--- src/rtl/txc_pkg.sv ---
package txc_pkg;
    localparam int HDR_BITS  = 32;
    localparam int PAY_BYTES = 64;
    localparam int SWO_W     = 4;
    localparam int EBO_W     = 6;

    typedef struct packed {
        logic             is_data;
        logic             par_ok;
        logic             seq;
        logic             norx;
        logic             dv;
        logic             sv;
        logic [SWO_W-1:0] swo;
        logic             ev;
        logic [EBO_W-1:0] ebo;
        logic [1:0]       ts;
    } hdr_t;
endpackage

--- src/rtl/txc_hdr_decode.sv ---
module txc_hdr_decode
    import txc_pkg::*;
(
    input  logic [HDR_BITS-1:0] word_i,
    output hdr_t                hdr_o
);
    always_comb begin
        hdr_o.is_data = word_i[31];
        hdr_o.par_ok  = ^word_i;
        hdr_o.seq     = word_i[30];
        hdr_o.norx    = word_i[29];
        hdr_o.dv      = word_i[21];
        hdr_o.sv      = word_i[20];
        hdr_o.swo     = word_i[19:16];
        hdr_o.ev      = word_i[14];
        hdr_o.ebo     = word_i[13:8];
        hdr_o.ts      = word_i[7:6];
    end
endmodule

--- src/rtl/txc_bit_shifter.sv ---
module txc_bit_shifter #(
    parameter  int HDR_BITS  = 32,
    parameter  int PAY_BYTES = 64,
    localparam int TOTAL     = HDR_BITS + 8 * PAY_BYTES,
    localparam int CW        = $clog2(TOTAL),
    localparam int IW        = $clog2(PAY_BYTES)
) (
    input  logic                clk_i,
    input  logic                rst_ni,
    input  logic                cs_ni,
    input  logic                bit_vld_i,
    input  logic                bit_i,
    output logic                hdr_done_o,
    output logic [HDR_BITS-1:0] hdr_word_o,
    output logic                byte_done_o,
    output logic [7:0]          byte_o,
    output logic [IW-1:0]       byte_idx_o
);
    typedef struct packed {
        logic [CW-1:0]       cnt;
        logic [HDR_BITS-1:0] sr;
    } st_t;

    st_t           st_d, st_q;
    logic [CW-1:0] pay_bit;

    always_comb begin
        st_d        = st_q;
        pay_bit     = st_q.cnt - CW'(HDR_BITS);
        hdr_done_o  = 1'b0;
        byte_done_o = 1'b0;
        hdr_word_o  = {st_q.sr[HDR_BITS-2:0], bit_i};
        byte_o      = {st_q.sr[6:0], bit_i};
        byte_idx_o  = IW'(pay_bit >> 3);
        if (cs_ni) begin
            st_d.cnt = '0;
        end else if (bit_vld_i) begin
            st_d.sr = hdr_word_o;
            if (st_q.cnt == CW'(HDR_BITS - 1)) begin
                hdr_done_o = 1'b1;
            end
            if (st_q.cnt >= CW'(HDR_BITS) && pay_bit[2:0] == 3'd7) begin
                byte_done_o = 1'b1;
            end
            st_d.cnt = (st_q.cnt == CW'(TOTAL - 1)) ? '0 : st_q.cnt + 1'b1;
        end
    end

    always_ff @(posedge clk_i or negedge rst_ni) begin
        if (!rst_ni) st_q <= '0;
        else         st_q <= st_d;
    end
endmodule

--- src/rtl/txc_credit_ctr.sv ---
module txc_credit_ctr #(
    parameter  int CREDITS = 8,
    localparam int CW      = $clog2(CREDITS + 1)
) (
    input  logic          clk_i,
    input  logic          rst_ni,
    input  logic          take_i,
    input  logic          give_i,
    output logic [CW-1:0] count_o,
    output logic          empty_o
);
    logic [CW-1:0] cnt_d, cnt_q;

    always_comb begin
        cnt_d = cnt_q;
        if (take_i && !give_i) begin
            cnt_d = cnt_q - 1'b1;
        end else if (give_i && !take_i && cnt_q != CW'(CREDITS)) begin
            cnt_d = cnt_q + 1'b1;
        end
    end

    always_ff @(posedge clk_i or negedge rst_ni) begin
        if (!rst_ni) cnt_q <= CW'(CREDITS);
        else         cnt_q <= cnt_d;
    end

    assign count_o = cnt_q;
    assign empty_o = (cnt_q == '0);
endmodule

--- src/rtl/txc_chunk_parser.sv ---
module txc_chunk_parser
    import txc_pkg::*;
#(
    parameter  int CREDITS = 8,
    localparam int CRED_W  = $clog2(CREDITS + 1),
    localparam int IW      = $clog2(PAY_BYTES)
) (
    input  logic              clk_i,
    input  logic              rst_ni,
    input  logic              cs_ni,
    input  logic              bit_vld_i,
    input  logic              bit_i,
    input  logic              credit_rel_i,
    output logic              byte_vld_o,
    output logic [7:0]        byte_data_o,
    output logic              byte_sof_o,
    output logic              byte_eof_o,
    output logic              hdr_vld_o,
    output logic              hdr_seq_o,
    output logic              hdr_norx_o,
    output logic [1:0]        ts_code_o,
    output logic              hdr_bad_o,
    output logic              overflow_o,
    output logic [CRED_W-1:0] credits_o
);
    typedef struct packed {
        logic             chunk_ok;
        logic             in_frame;
        logic             sv_pend;
        logic             ev_pend;
        logic [SWO_W-1:0] swo;
        logic [EBO_W-1:0] ebo;
        logic             byte_vld;
        logic [7:0]       byte_data;
        logic             sof;
        logic             eof;
        logic             hdr_vld;
        logic             seq;
        logic             norx;
        logic [1:0]       ts;
        logic             hdr_bad;
        logic             ovf;
    } st_t;

    st_t                 st_d, st_q;
    logic                hdr_done, byte_done;
    logic [HDR_BITS-1:0] hdr_word;
    logic [7:0]          pay_byte;
    logic [IW-1:0]       byte_idx;
    hdr_t                hdr;
    logic                take, cred_empty;
    logic                start_hit, end_hit;

    txc_bit_shifter #(.HDR_BITS(HDR_BITS), .PAY_BYTES(PAY_BYTES)) shift_i (
        .clk_i, .rst_ni, .cs_ni, .bit_vld_i, .bit_i,
        .hdr_done_o (hdr_done),
        .hdr_word_o (hdr_word),
        .byte_done_o(byte_done),
        .byte_o     (pay_byte),
        .byte_idx_o (byte_idx)
    );

    txc_hdr_decode dec_i (.word_i(hdr_word), .hdr_o(hdr));

    txc_credit_ctr #(.CREDITS(CREDITS)) cred_i (
        .clk_i, .rst_ni,
        .take_i (take),
        .give_i (credit_rel_i),
        .count_o(credits_o),
        .empty_o(cred_empty)
    );

    always_comb begin
        st_d          = st_q;
        st_d.byte_vld = 1'b0;
        st_d.sof      = 1'b0;
        st_d.eof      = 1'b0;
        st_d.hdr_vld  = 1'b0;
        st_d.ovf      = 1'b0;
        take          = 1'b0;
        start_hit     = st_q.sv_pend && (byte_idx == IW'({st_q.swo, 2'b00}));
        end_hit       = st_q.ev_pend && (byte_idx == IW'(st_q.ebo));

        if (hdr_done) begin
            st_d.hdr_bad  = !hdr.par_ok;
            st_d.chunk_ok = 1'b0;
            if (hdr.par_ok && hdr.is_data) begin
                st_d.hdr_vld = 1'b1;
                st_d.seq     = hdr.seq;
                st_d.norx    = hdr.norx;
                st_d.ts      = hdr.ts;
                if (hdr.dv) begin
                    if (cred_empty) begin
                        st_d.ovf = 1'b1;
                    end else begin
                        take          = 1'b1;
                        st_d.chunk_ok = 1'b1;
                        st_d.sv_pend  = hdr.sv;
                        st_d.ev_pend  = hdr.ev;
                        st_d.swo      = hdr.swo;
                        st_d.ebo      = hdr.ebo;
                    end
                end
            end
        end

        if (byte_done && st_q.chunk_ok) begin
            st_d.byte_data = pay_byte;
            if (st_q.in_frame) begin
                st_d.byte_vld = 1'b1;
                if (end_hit) begin
                    st_d.eof      = 1'b1;
                    st_d.in_frame = 1'b0;
                    st_d.ev_pend  = 1'b0;
                end
            end else if (start_hit) begin
                st_d.byte_vld = 1'b1;
                st_d.sof      = 1'b1;
                st_d.in_frame = 1'b1;
                st_d.sv_pend  = 1'b0;
                if (end_hit) begin
                    st_d.eof      = 1'b1;
                    st_d.in_frame = 1'b0;
                    st_d.ev_pend  = 1'b0;
                end
            end else if (end_hit) begin
                st_d.ev_pend = 1'b0;
            end
        end
    end

    always_ff @(posedge clk_i or negedge rst_ni) begin
        if (!rst_ni) st_q <= '0;
        else         st_q <= st_d;
    end

    assign byte_vld_o  = st_q.byte_vld;
    assign byte_data_o = st_q.byte_data;
    assign byte_sof_o  = st_q.sof;
    assign byte_eof_o  = st_q.eof;
    assign hdr_vld_o   = st_q.hdr_vld;
    assign hdr_seq_o   = st_q.seq;
    assign hdr_norx_o  = st_q.norx;
    assign ts_code_o   = st_q.ts;
    assign hdr_bad_o   = st_q.hdr_bad;
    assign overflow_o  = st_q.ovf;
endmodule

--- config.mk ---
export PLATFORM = sky130hd
export DESIGN_NAME = txc_chunk_parser
export DESIGN_NICKNAME = d
export VERILOG_FILES = /design/src/rtl/txc_pkg.sv /design/src/rtl/txc_hdr_decode.sv /design/src/rtl/txc_bit_shifter.sv /design/src/rtl/txc_credit_ctr.sv /design/src/rtl/txc_chunk_parser.sv
export SDC_FILE = /design/constraint.sdc
export NUM_CORES = 1
export LEC_CHECK = 0
export ABC_AREA = 1
export BUFFER_PORTS_ARGS = -buffer_cell sky130_fd_sc_hd__buf_2
export CORE_MARGIN = 5
export CORE_UTILIZATION = 33
export DETAILED_ROUTE_END_ITERATION = 10
export PLACE_DENSITY = 0.6
export SLEW_MARGIN = 25
export SYNTH_ARGS = -nofsm -noshare
export SYNTH_HDL_FRONTEND = slang
export SYNTH_SLANG_ARGS = --single-unit
--- constraint.sdc ---
create_clock -name clk_i -period 6.3 [get_ports clk_i]
set_input_delay 0.315 -clock clk_i [delete_from_list [all_inputs] [get_ports clk_i]]
set_output_delay 0.315 -clock clk_i [all_outputs]
set_load 0.01 [all_outputs]
==> flow_summary.json, run 1 <==
{
  "clock.fmax_ghz": 0.3260,
  "dpl-instance-area_um2": 4419,
  "ctsResizeCount": 0,
  "grt.busiest_layer": "met2",
  "syn_nets": 565,
  "num_rows": 41,
  "endpoint_kind": "flop",
  "cts_tree": "done",
  "fill_cells": 1342,
  "setup_tns_ps": 0,
  "die-height_um": 122.6,
  "num_io_pins": 28,
  "antenna_found_initial": 0,
  "dieArea_um2": 15040,
  "postSynth.asyncResetShare_pct": 100.0,
  "path_clk_slew_ps": 60,
  "core_um2": 12520,
  "yosys.cell_types.count": 36,
  "cp_max_fo": 10,
  "netlist_area_um2": 4187,
  "via_per_inst": 4.532,
  "first_iter_violations": 228,
  "grt_pass1_vias": 3222,
  "synth_area_per_cell_um2": 7.598,
  "r2r_start": "shift_i.st_q[33]",
  "layout-drive-gt1-share_pct": 11.50,
  "hp-class": "primary input to async pin",
  "synth_edf_count": 0,
  "cts_setup_buffers": 0,
  "final_cell_area_um2": 4751,
  "crit_type": "flop to flop",
  "ys.flop_type": "dfrtp_1",
  "crit_arrival_ps": 3330,
  "diodes": 0,
  "worstMarginPinSlew_ps": 706.7,
  "ys_warn_count": 0,
  "finalHoldViolations": 0,
  "grt_pass1_wl_um": 14630,
  "track_usage_pct": 12.11,
  "gp_congestion": 0.8313,
  "dp.cells": 730,
  "multi_input_area_um2": 1856,
  "period_share_pct": 48.69,
  "drt_wl_total_um": 8508,
  "cts_hold_buf": 0,
  "met2_usage_pct": 19.31,
  "clock_skew_ps": 6.614,
  "seq_area_frac_synth_pct": 46.05,
  "wl_per_cell_um": 11.40,
  "crit_required_ps": 6570,
  "seqCellArea_um2": 1928,
  "ir_drop_mv": 0.1754,
  "maxCapViolations": 0,
  "drv_slew": 0,
  "worstSkewPairLatency_ps": 340,
  "root_buffer": "clkbuf_16",
  "vias": 3381,
  "yosysTopAreaCell": "dfrtp_1",
  "htreeDepth": 3,
  "firstDrtPassIters": 4,
  "layout.nets": 583,
  "synthCells": 551,
  "yosysMostFrequentCell": "nand2_1",
  "start_util_pct": 33.45,
  "status": "completed",
  "dpl.hpwl_um": 6206,
  "power.leakage_nw": 2.507,
  "cp-start-kind": "flop",
  "grt_max_degree": 78,
  "synth.top_cells.by_count": "nand2_1, dfrtp_1, inv_1, o21ai_0, nor2_1",
  "power_density_nw_per_um2": 334.0,
  "worstSetupStartpoint": "shift_i.st_q[33]",
  "portBuffers": 27,
  "die_w_um": 122.6,
  "netlist.area_leader.share_pct": 45.43,
  "use_met1_pct": 16.18,
  "ys_ff_latch": 77,
  "numCtsBuffers": 9,
  "overflow": 0,
  "synthTopCellsByArea": "dfrtp_1, nand2_1, inv_1, o21ai_0, ha_1",
  "final.min_clock_period_ps": 3067,
  "drc_errors": 0,
  "fin_cells": 746,
  "use_met3_pct": 2.949,
  "clock_path_buffers": 2,
  "numClockSinks": 77,
  "rsz0062_at_grt": "false",
  "synthToLayoutAreaGrowth_pct": 13.48,
  "antenna_left": 0,
  "slew_headroom_pct": 52.89,
  "setup_viol": 0
}
## metal layers
layer	routed length, um	up-vias
met5	0	-
met4	119	0
li1	-	1749
met2	3918	38
met1	4191	1582
met3	279	12
## power breakdown
| part | internal [mW] | leakage [nW] | switching [mW] |
|---|---|---|---|
| sequential | 0.553 | 1.02 | 0.0602 |
| clock | 0.369 | 0.156 | 0.197 |
| combinational | 0.141 | 1.33 | 0.268 |
## state kept, by name, indices dropped and copies added, names as in the netlist
| signal | flops |
|---|---|
| ts_code_o | 2 |
| byte_vld_o | 1 |
| st_q | 14 |
| shift_i.st_q | 10 |
| overflow_o | 1 |
| hdr_bad_o | 1 |
| hdr_vld_o | 1 |
| byte_eof_o | 1 |
| hdr_norx_o | 1 |
| byte_sof_o | 1 |
| byte_data_o | 8 |
| cred_i.count_o | 4 |
| shift_i.byte_o | 7 |
| shift_i.hdr_word_o | 24 |
| hdr_seq_o | 1 |
## logic make-up (layout without fill, tap and decap cells)
family                   after synthesis  count (layout)  synth area share (%)
flip-flops                            77              77                 46.06
buffers and inverters                 93             116                 9.803
AO/OA/AOI/OAI                         76              76                 9.653
adder cells (fa/ha/maj)                8               8                 2.570
AND/OR/NAND/NOR                      281             281                 28.39
XOR/XNOR                              16              16                 3.527
## final timing paths
check | endpoint | slack, ps | cells past startpoint
max in group asynchronous | shift_i.hdr_word_o[8] | 5810 | 1
min reg2reg | byte_sof_o | 470 | 1
max | cred_i.count_o[3] | 3230 | 20
min in group clk_i | byte_data_o[0] | 250 | 3
min | cred_i.count_o[1] | 20 | 1
max reg2reg | cred_i.count_o[3] | 3230 | 20
## cell type report
type / instances / area share (%)
inverters: 72 / 5.794
repair buffers: 28 / 3.134
flip-flops and latches: 77 / 40.58
multi-input cells: 381 / 39.06
clock buffers: 13 / 5.478
well taps: 172 / 4.530
clock inverters: 3 / 1.422
## placed cells by master, fill, tap and decap left out, types with 2 or more instances in the layout
cell type  netlist  routed
o21ai_0         49      49
dfrtp_1         76      76
a31oi_1          4       4
nand3_2          2       2
ha_1             7       7
a21oi_1          4       4
nor2_1          22      21
buf_2            0      26
nor2_4           1       2
clkbuf_8         0       2
nor2_2           2       2
nand4_1          2       2
clkbuf_1         8       2
inv_1           70      70
nand2_4          2       2
o21ai_1         11      11
nand2_2          8       8
bufinv_16        0       2
xor2_1           8       8
o22ai_1          4       4
xnor2_1          7       7
clkbuf_16        0       9
nor3_1           5       5
nand3_1         14      14
nand2_1        219     219
## metrics by stage
stage	utilization (%)	setup slack (ps)	total power, mW	hold WS [ps]
after CTS	37.92	3228	1.605	191.4
final	37.95	3233	1.587	15.79
after global routing	37.95	2852	1.699	83.26
after floorplan	-	3731	0.9279	19.41
after global placement	35.31	3329	1.013	458.1
after detailed placement	35.31	3219	1.032	465.7
## worst max-delay path, stage by stage, from the launching register on
cell     delay (ps)
dfrtp_1         390
ha_1            190
nand3_1         120
nor2_1          210
inv_1           100
nor2_1          170
inv_1           100
nor2_4          160
nand4_4         220
nor2_8          200
nand2_4          90
inv_1            90
ha_1            260
nand2_1          80
nand2_1          50
a31oi_1         190
inv_1            60
nand3_1         100
nand3_1         100
nand2_1          80
inv_1            40
Note: power is estimated with default switching activity, not from simulation.
==> inputs of run 2 (changes only) <==
==> constraint.sdc (replaced) <==
create_clock -name clk_i -period 3.1 [get_ports clk_i]
set_input_delay 0.155 -clock clk_i [delete_from_list [all_inputs] [get_ports clk_i]]
set_output_delay 0.155 -clock clk_i [all_outputs]
set_load 0.01 [all_outputs]
==> flow_summary.json, run 2 (same netlist as run 1, synthesis figures left out) <==
{
  "setup_tns_ps": 0,
  "rsz0062_at_grt": "false",
  "core_um2": 12520,
  "numClockSinks": 77,
  "start_util_pct": 33.45,
  "clock_path_buffers": 2,
  "dpl.hpwl_um": 6341,
  "die-height_um": 122.6,
  "slew_headroom_pct": 52.16,
  "htreeDepth": 3,
  "gp_congestion": 0.8767,
  "share_comb_of_total_power_pct": 25.9,
  "pre_cts_slack_ps": 62.97,
  "worstSkewPairLatency_ps": 330,
  "clock.fmax_ghz": 0.3572,
  "internal_power_mw": 2.132,
  "drt_wl_total_um": 8714,
  "die_w_um": 122.6,
  "grt_max_degree": 78,
  "numCtsBuffers": 9,
  "finalHoldViolations": 0,
  "num_rows": 41,
  "grt_pass1_vias": 3310,
  "layout_common_cells": "nand2_1, dfrtp_1, inv_1, o21ai_0, buf_2",
  "drc_errors": 0,
  "maxCapViolations": 0,
  "clock_skew_ps": 7.961,
  "final_cell_area_um2": 4778,
  "worstMarginPinSlew_ps": 717.5,
  "period_share_pct": 90.30,
  "wl_per_cell_um": 11.63,
  "first_iter_violations": 283,
  "dieArea_um2": 15040,
  "crit_arrival_ps": 3080,
  "ir_drop_mv": 0.3391,
  "largest_reg_flops": 24,
  "antenna_left": 0,
  "crit_buf_inv": 5,
  "drv_slew": 0,
  "path_clk_slew_ps": 60,
  "path_cells": "ha_1 -> nand3_1 -> nor2_2 -> inv_1 -> nor2_2 -> inv_1 -> nor2_4 -> nand4_4 -> nor2_8 -> nand2_4 -> inv_1 -> ha_1 -> nand2_1 -> nand2_1 -> a31oi_1 -> inv_1 -> nand3_1 -> nand2_1 -> nand2_1 -> nand2_1 -> inv_1",
  "root_buffer": "clkbuf_16",
  "power.leakage_nw": 2.522,
  "overflow": 0,
  "track_usage_pct": 12.55,
  "layout-drive-gt1-share_pct": 12.48,
  "pwr-share-clk_pct": 35.4,
  "dpl-instance-area_um2": 4427,
  "multi_input_area_um2": 1861,
  "vias": 3408,
  "grt_pass1_wl_um": 15330,
  "hp-class": "primary input to flop",
  "setup_viol": 0,
  "setup_slack_ps": 300.8,
  "cpPeakStageDelay_ps": 390,
  "layout_commonest_cell": "nand2_1",
  "fill_cells": 1301,
  "seq_power_share_pct": 38.7,
  "crit_type": "flop to flop",
  "synthToLayoutAreaGrowth_pct": 14.14,
  "portBuffers": 27,
  "status": "completed",
  "power_density_nw_per_um2": 671.8,
  "cp-start-kind": "flop",
  "netSwitchingPower_mw": 1.078,
  "endpoint_kind": "flop",
  "num_io_pins": 28,
  "firstDrtPassIters": 4,
  "via_per_inst": 4.550,
  "worst_path_dominant_cell_family": "simple AND/OR/NAND/NOR gates",
  "layout.nets": 586,
  "crit_required_ps": 3380,
  "cp_slowest_cell": "dfrtp_1",
  "diodes": 0,
  "final.min_clock_period_ps": 2799,
  "antenna_found_initial": 0,
  "seqCellArea_um2": 1928,
  "cp_max_fo": 6,
  "swShare_pct": 33.57,
  "cts_tree": "done"
}
[run 2: worst reg2reg max path, stage by stage (launching register included)]
cell     delay, ps
dfrtp_1        390
ha_1           190
nand3_1        130
nor2_2         140
inv_1           90
nor2_2         150
inv_1           90
nor2_4         150
nand4_4        140
nor2_8         170
nand2_4         80
inv_1           90
ha_1           270
nand2_1         80
nand2_1         50
a31oi_1        180
inv_1           60
nand3_1        100
nand2_1         60
nand2_1         60
nand2_1         40
inv_1           40
[run 2: area by class of cell]
| cell class | instances | share of cell area, % |
|---|---|---|
| sequential | 77 | 40.35 |
| clock inverter | 6 | 1.807 |
| multi-input combinational | 381 | 38.94 |
| timing repair buffer | 31 | 3.640 |
| inverter | 72 | 5.761 |
| clock buffer | 10 | 5.001 |
| tap | 172 | 4.504 |
[run 2: timing repair]
| item | in CTS | in global routing |
|---|---|---|
| hold endpoints to repair | 0 | 76 |
| setup endpoints to repair | 0 | 1 |
| resized for setup | 0 | 2 |
| hold buffers | 0 | 1 |
| buffers inserted | 0 | 1 |
[run 2: path summary, 6_finish.rpt]
path,startpoint,end,slack [ps],cells past startpoint
worst max-delay path,shift_i.st_q[33],cred_i.count_o[3],300,21
worst min-delay path,bit_i,byte_data_o[0],120,3
worst max register to register,shift_i.st_q[33],cred_i.count_o[3],300,21
worst min register to register,st_q[30],byte_sof_o,460,1
max in group asynchronous,rst_ni,byte_eof_o,2180,2
min in group asynchronous,rst_ni,shift_i.hdr_word_o[19],430,2
[run 2: through the flow]
step                instances  hold WS, ps  util (%)  power [mW]
global placement          731        385.7     35.37       2.057
CTS                       747        29.38     37.96       3.249
floorplan                 551       -140.6         -       1.886
detailed placement        731        392.3     35.37       2.094
finish                    749        116.1     38.17       3.210
global route              749        124.7     38.17       3.440
[run 2: per-layer routing]
layer  wire length [um]  vias up  global-route usage (%)
li1                   -     1746                       -
met1               4211     1614                   16.71
met2               4197       44                   20.41
met3                262        4                   3.226
met4                 42        0                   3.219
met5                  0        -                       0
[run 2: power by group through the flow]
stage                     Sequential (mW)  Clock [mW]  Combinational, mW
after global routing                 1.26        1.21              0.966
after floorplan                      1.25           0              0.639
after detailed placement             1.26           0              0.835
final                                1.24        1.14              0.832
after global placement               1.25           0              0.805
after CTS                            1.24        1.16              0.843
==> inputs of run 3 (changes only) <==
--- a/config.mk
+++ b/config.mk
@@ -7,8 +7,10 @@
 export LEC_CHECK = 0
 export ABC_AREA = 1
 export BUFFER_PORTS_ARGS = -buffer_cell sky130_fd_sc_hd__buf_2
+export CORE_ASPECT_RATIO = 1.5
 export CORE_MARGIN = 5
 export CORE_UTILIZATION = 33
+export CTS_CLUSTER_SIZE = 25
 export DETAILED_ROUTE_END_ITERATION = 10
 export PLACE_DENSITY = 0.6
 export SLEW_MARGIN = 25
==> flow_summary.json, run 3 (same netlist as run 1, synthesis figures left out) <==
{
  "status": "completed",
  "final.min_clock_period_ps": 2809,
  "die_w_um": 102.0,
  "num_io_pins": 28,
  "numClockSinks": 77,
  "period_share_pct": 90.62,
  "worst_path_dominant_cell_family": "simple AND/OR/NAND/NOR gates",
  "path_clk_slew_ps": 60,
  "root_buffer": "clkbuf_16",
  "setup_tns_ps": 0,
  "wl_per_cell_um": 12.21,
  "layout_common_cells": "nand2_1, dfrtp_1, inv_1, o21ai_0, buf_2",
  "first_iter_violations": 134,
  "layout.nets": 587,
  "cpPeakStageDelay_ps": 390,
  "numCtsBuffers": 9,
  "firstDrtPassIters": 5,
  "pre_cts_slack_ps": 66.71,
  "worstMarginPinSlew_ps": 725.4,
  "portBuffers": 27,
  "grt_max_degree": 78,
  "endpoint_kind": "flop",
  "drv_slew": 0,
  "largest_reg_flops": 24,
  "grt_pass1_wl_um": 15480,
  "via_per_inst": 4.657,
  "clock.fmax_ghz": 0.3560,
  "drc_errors": 0,
  "antenna_left": 0,
  "diodes": 0,
  "worstSkewPairLatency_ps": 340,
  "crit_type": "flop to flop",
  "core_um2": 12450,
  "cp-start-kind": "flop",
  "slew_headroom_pct": 51.64,
  "final_cell_area_um2": 4792,
  "finalHoldViolations": 0,
  "clock_path_buffers": 2,
  "crit_required_ps": 3390,
  "dpl.hpwl_um": 6466,
  "cts_tree": "done",
  "power.leakage_nw": 2.535,
  "grt_pass1_vias": 3471,
  "num_rows": 50,
  "die-height_um": 148.0,
  "crit_arrival_ps": 3100,
  "synthToLayoutAreaGrowth_pct": 14.47,
  "crit_buf_inv": 5,
  "ir_drop_mv": 0.3292,
  "setup_slack_ps": 290.7,
  "setup_viol": 0,
  "fill_cells": 1256,
  "track_usage_pct": 12.88,
  "gp_congestion": 0.7846,
  "power_density_nw_per_um2": 690.7,
  "dpl-instance-area_um2": 4414,
  "dieArea_um2": 15090,
  "layout-drive-gt1-share_pct": 12.80,
  "drt_wl_total_um": 8962,
  "layout_commonest_cell": "nand2_1",
  "clock_skew_ps": 6.692,
  "overflow": 0,
  "vias": 3418,
  "path_cells": "ha_1 -> nand3_1 -> nor2_2 -> inv_1 -> nor2_2 -> inv_1 -> nor2_4 -> nand4_4 -> nor2_8 -> nand2_4 -> inv_1 -> ha_1 -> nand2_1 -> nand2_1 -> a31oi_2 -> inv_1 -> nand3_1 -> nand2_1 -> nand2_1 -> nand2_1 -> inv_1",
  "hp-class": "primary input to flop",
  "maxCapViolations": 0,
  "start_util_pct": 33.63,
  "antenna_found_initial": 0,
  "cp_max_fo": 6,
  "htreeDepth": 3,
  "rsz0062_at_grt": "false",
  "cp_slowest_cell": "dfrtp_1"
}
run 3: layer usage:
layer,wire length (um),vias up,share of wire (%),GRT usage (%)
met5,0,-,0,0
met1,3737,1607,42,13.97
li1,-,1748,-,-
met3,328,16,3.7,2.975
met2,4646,47,52,23.01
met4,248,0,2.8,6.238
run 3: tightest hold or removal path, delay by kind of cell:
kind                   cells  cell delay [ps]
buffers and inverters      1              120
AND/OR/NAND/NOR            2              100
run 3: timing repair:
action / CTS / global route
setup buffers: 0 / 1
endpoints found under the hold margin: 0 / 76
hold buffers: 0 / 1
endpoints found under the setup margin: 0 / 1
resized for setup: 0 / 3
run 3: area by class of cell:
cell class | instances | area, um2 | area share [%]
well taps | 156 | 195.2 | 4.073
inverters | 72 | 275.3 | 5.744
clock buffers | 9 | 225.2 | 4.700
repair buffers | 32 | 181.4 | 3.786
flip-flops and latches | 77 | 1928 | 40.23
multi-input cells | 381 | 1867 | 38.96
clock inverters | 7 | 120.1 | 2.507
run 3: report_power, final:
group,switching (mW),total (mW),internal [mW]
sequential,0.120,1.24,1.12
combinational,0.553,0.840,0.287
clock,0.438,1.23,0.791
run 3: metrics by stage:
stage	instances	power [mW]	hold slack (ps)	utilization [%]
floorplan	551	1.886	-140.6	-
global placement	716	2.062	371.9	35.46
detailed placement	716	2.100	392.6	35.46
CTS	732	3.344	28.73	38.23
global route	734	3.543	87.78	38.49
finish	734	3.310	71.18	38.49
run 3: worst paths after layout:
kind | cells after the start | endpoint | startpoint | slack (ps)
max | 21 | cred_i.count_o[3] | shift_i.st_q[33] | 290
min | 3 | byte_data_o[0] | bit_i | 70
max reg2reg | 21 | cred_i.count_o[3] | shift_i.st_q[33] | 290
min reg2reg | 2 | byte_data_o[0] | byte_data_o[0] | 480
max in group asynchronous | 2 | byte_data_o[0] | rst_ni | 2190
min in group asynchronous | 2 | cred_i.count_o[0] | rst_ni | 420
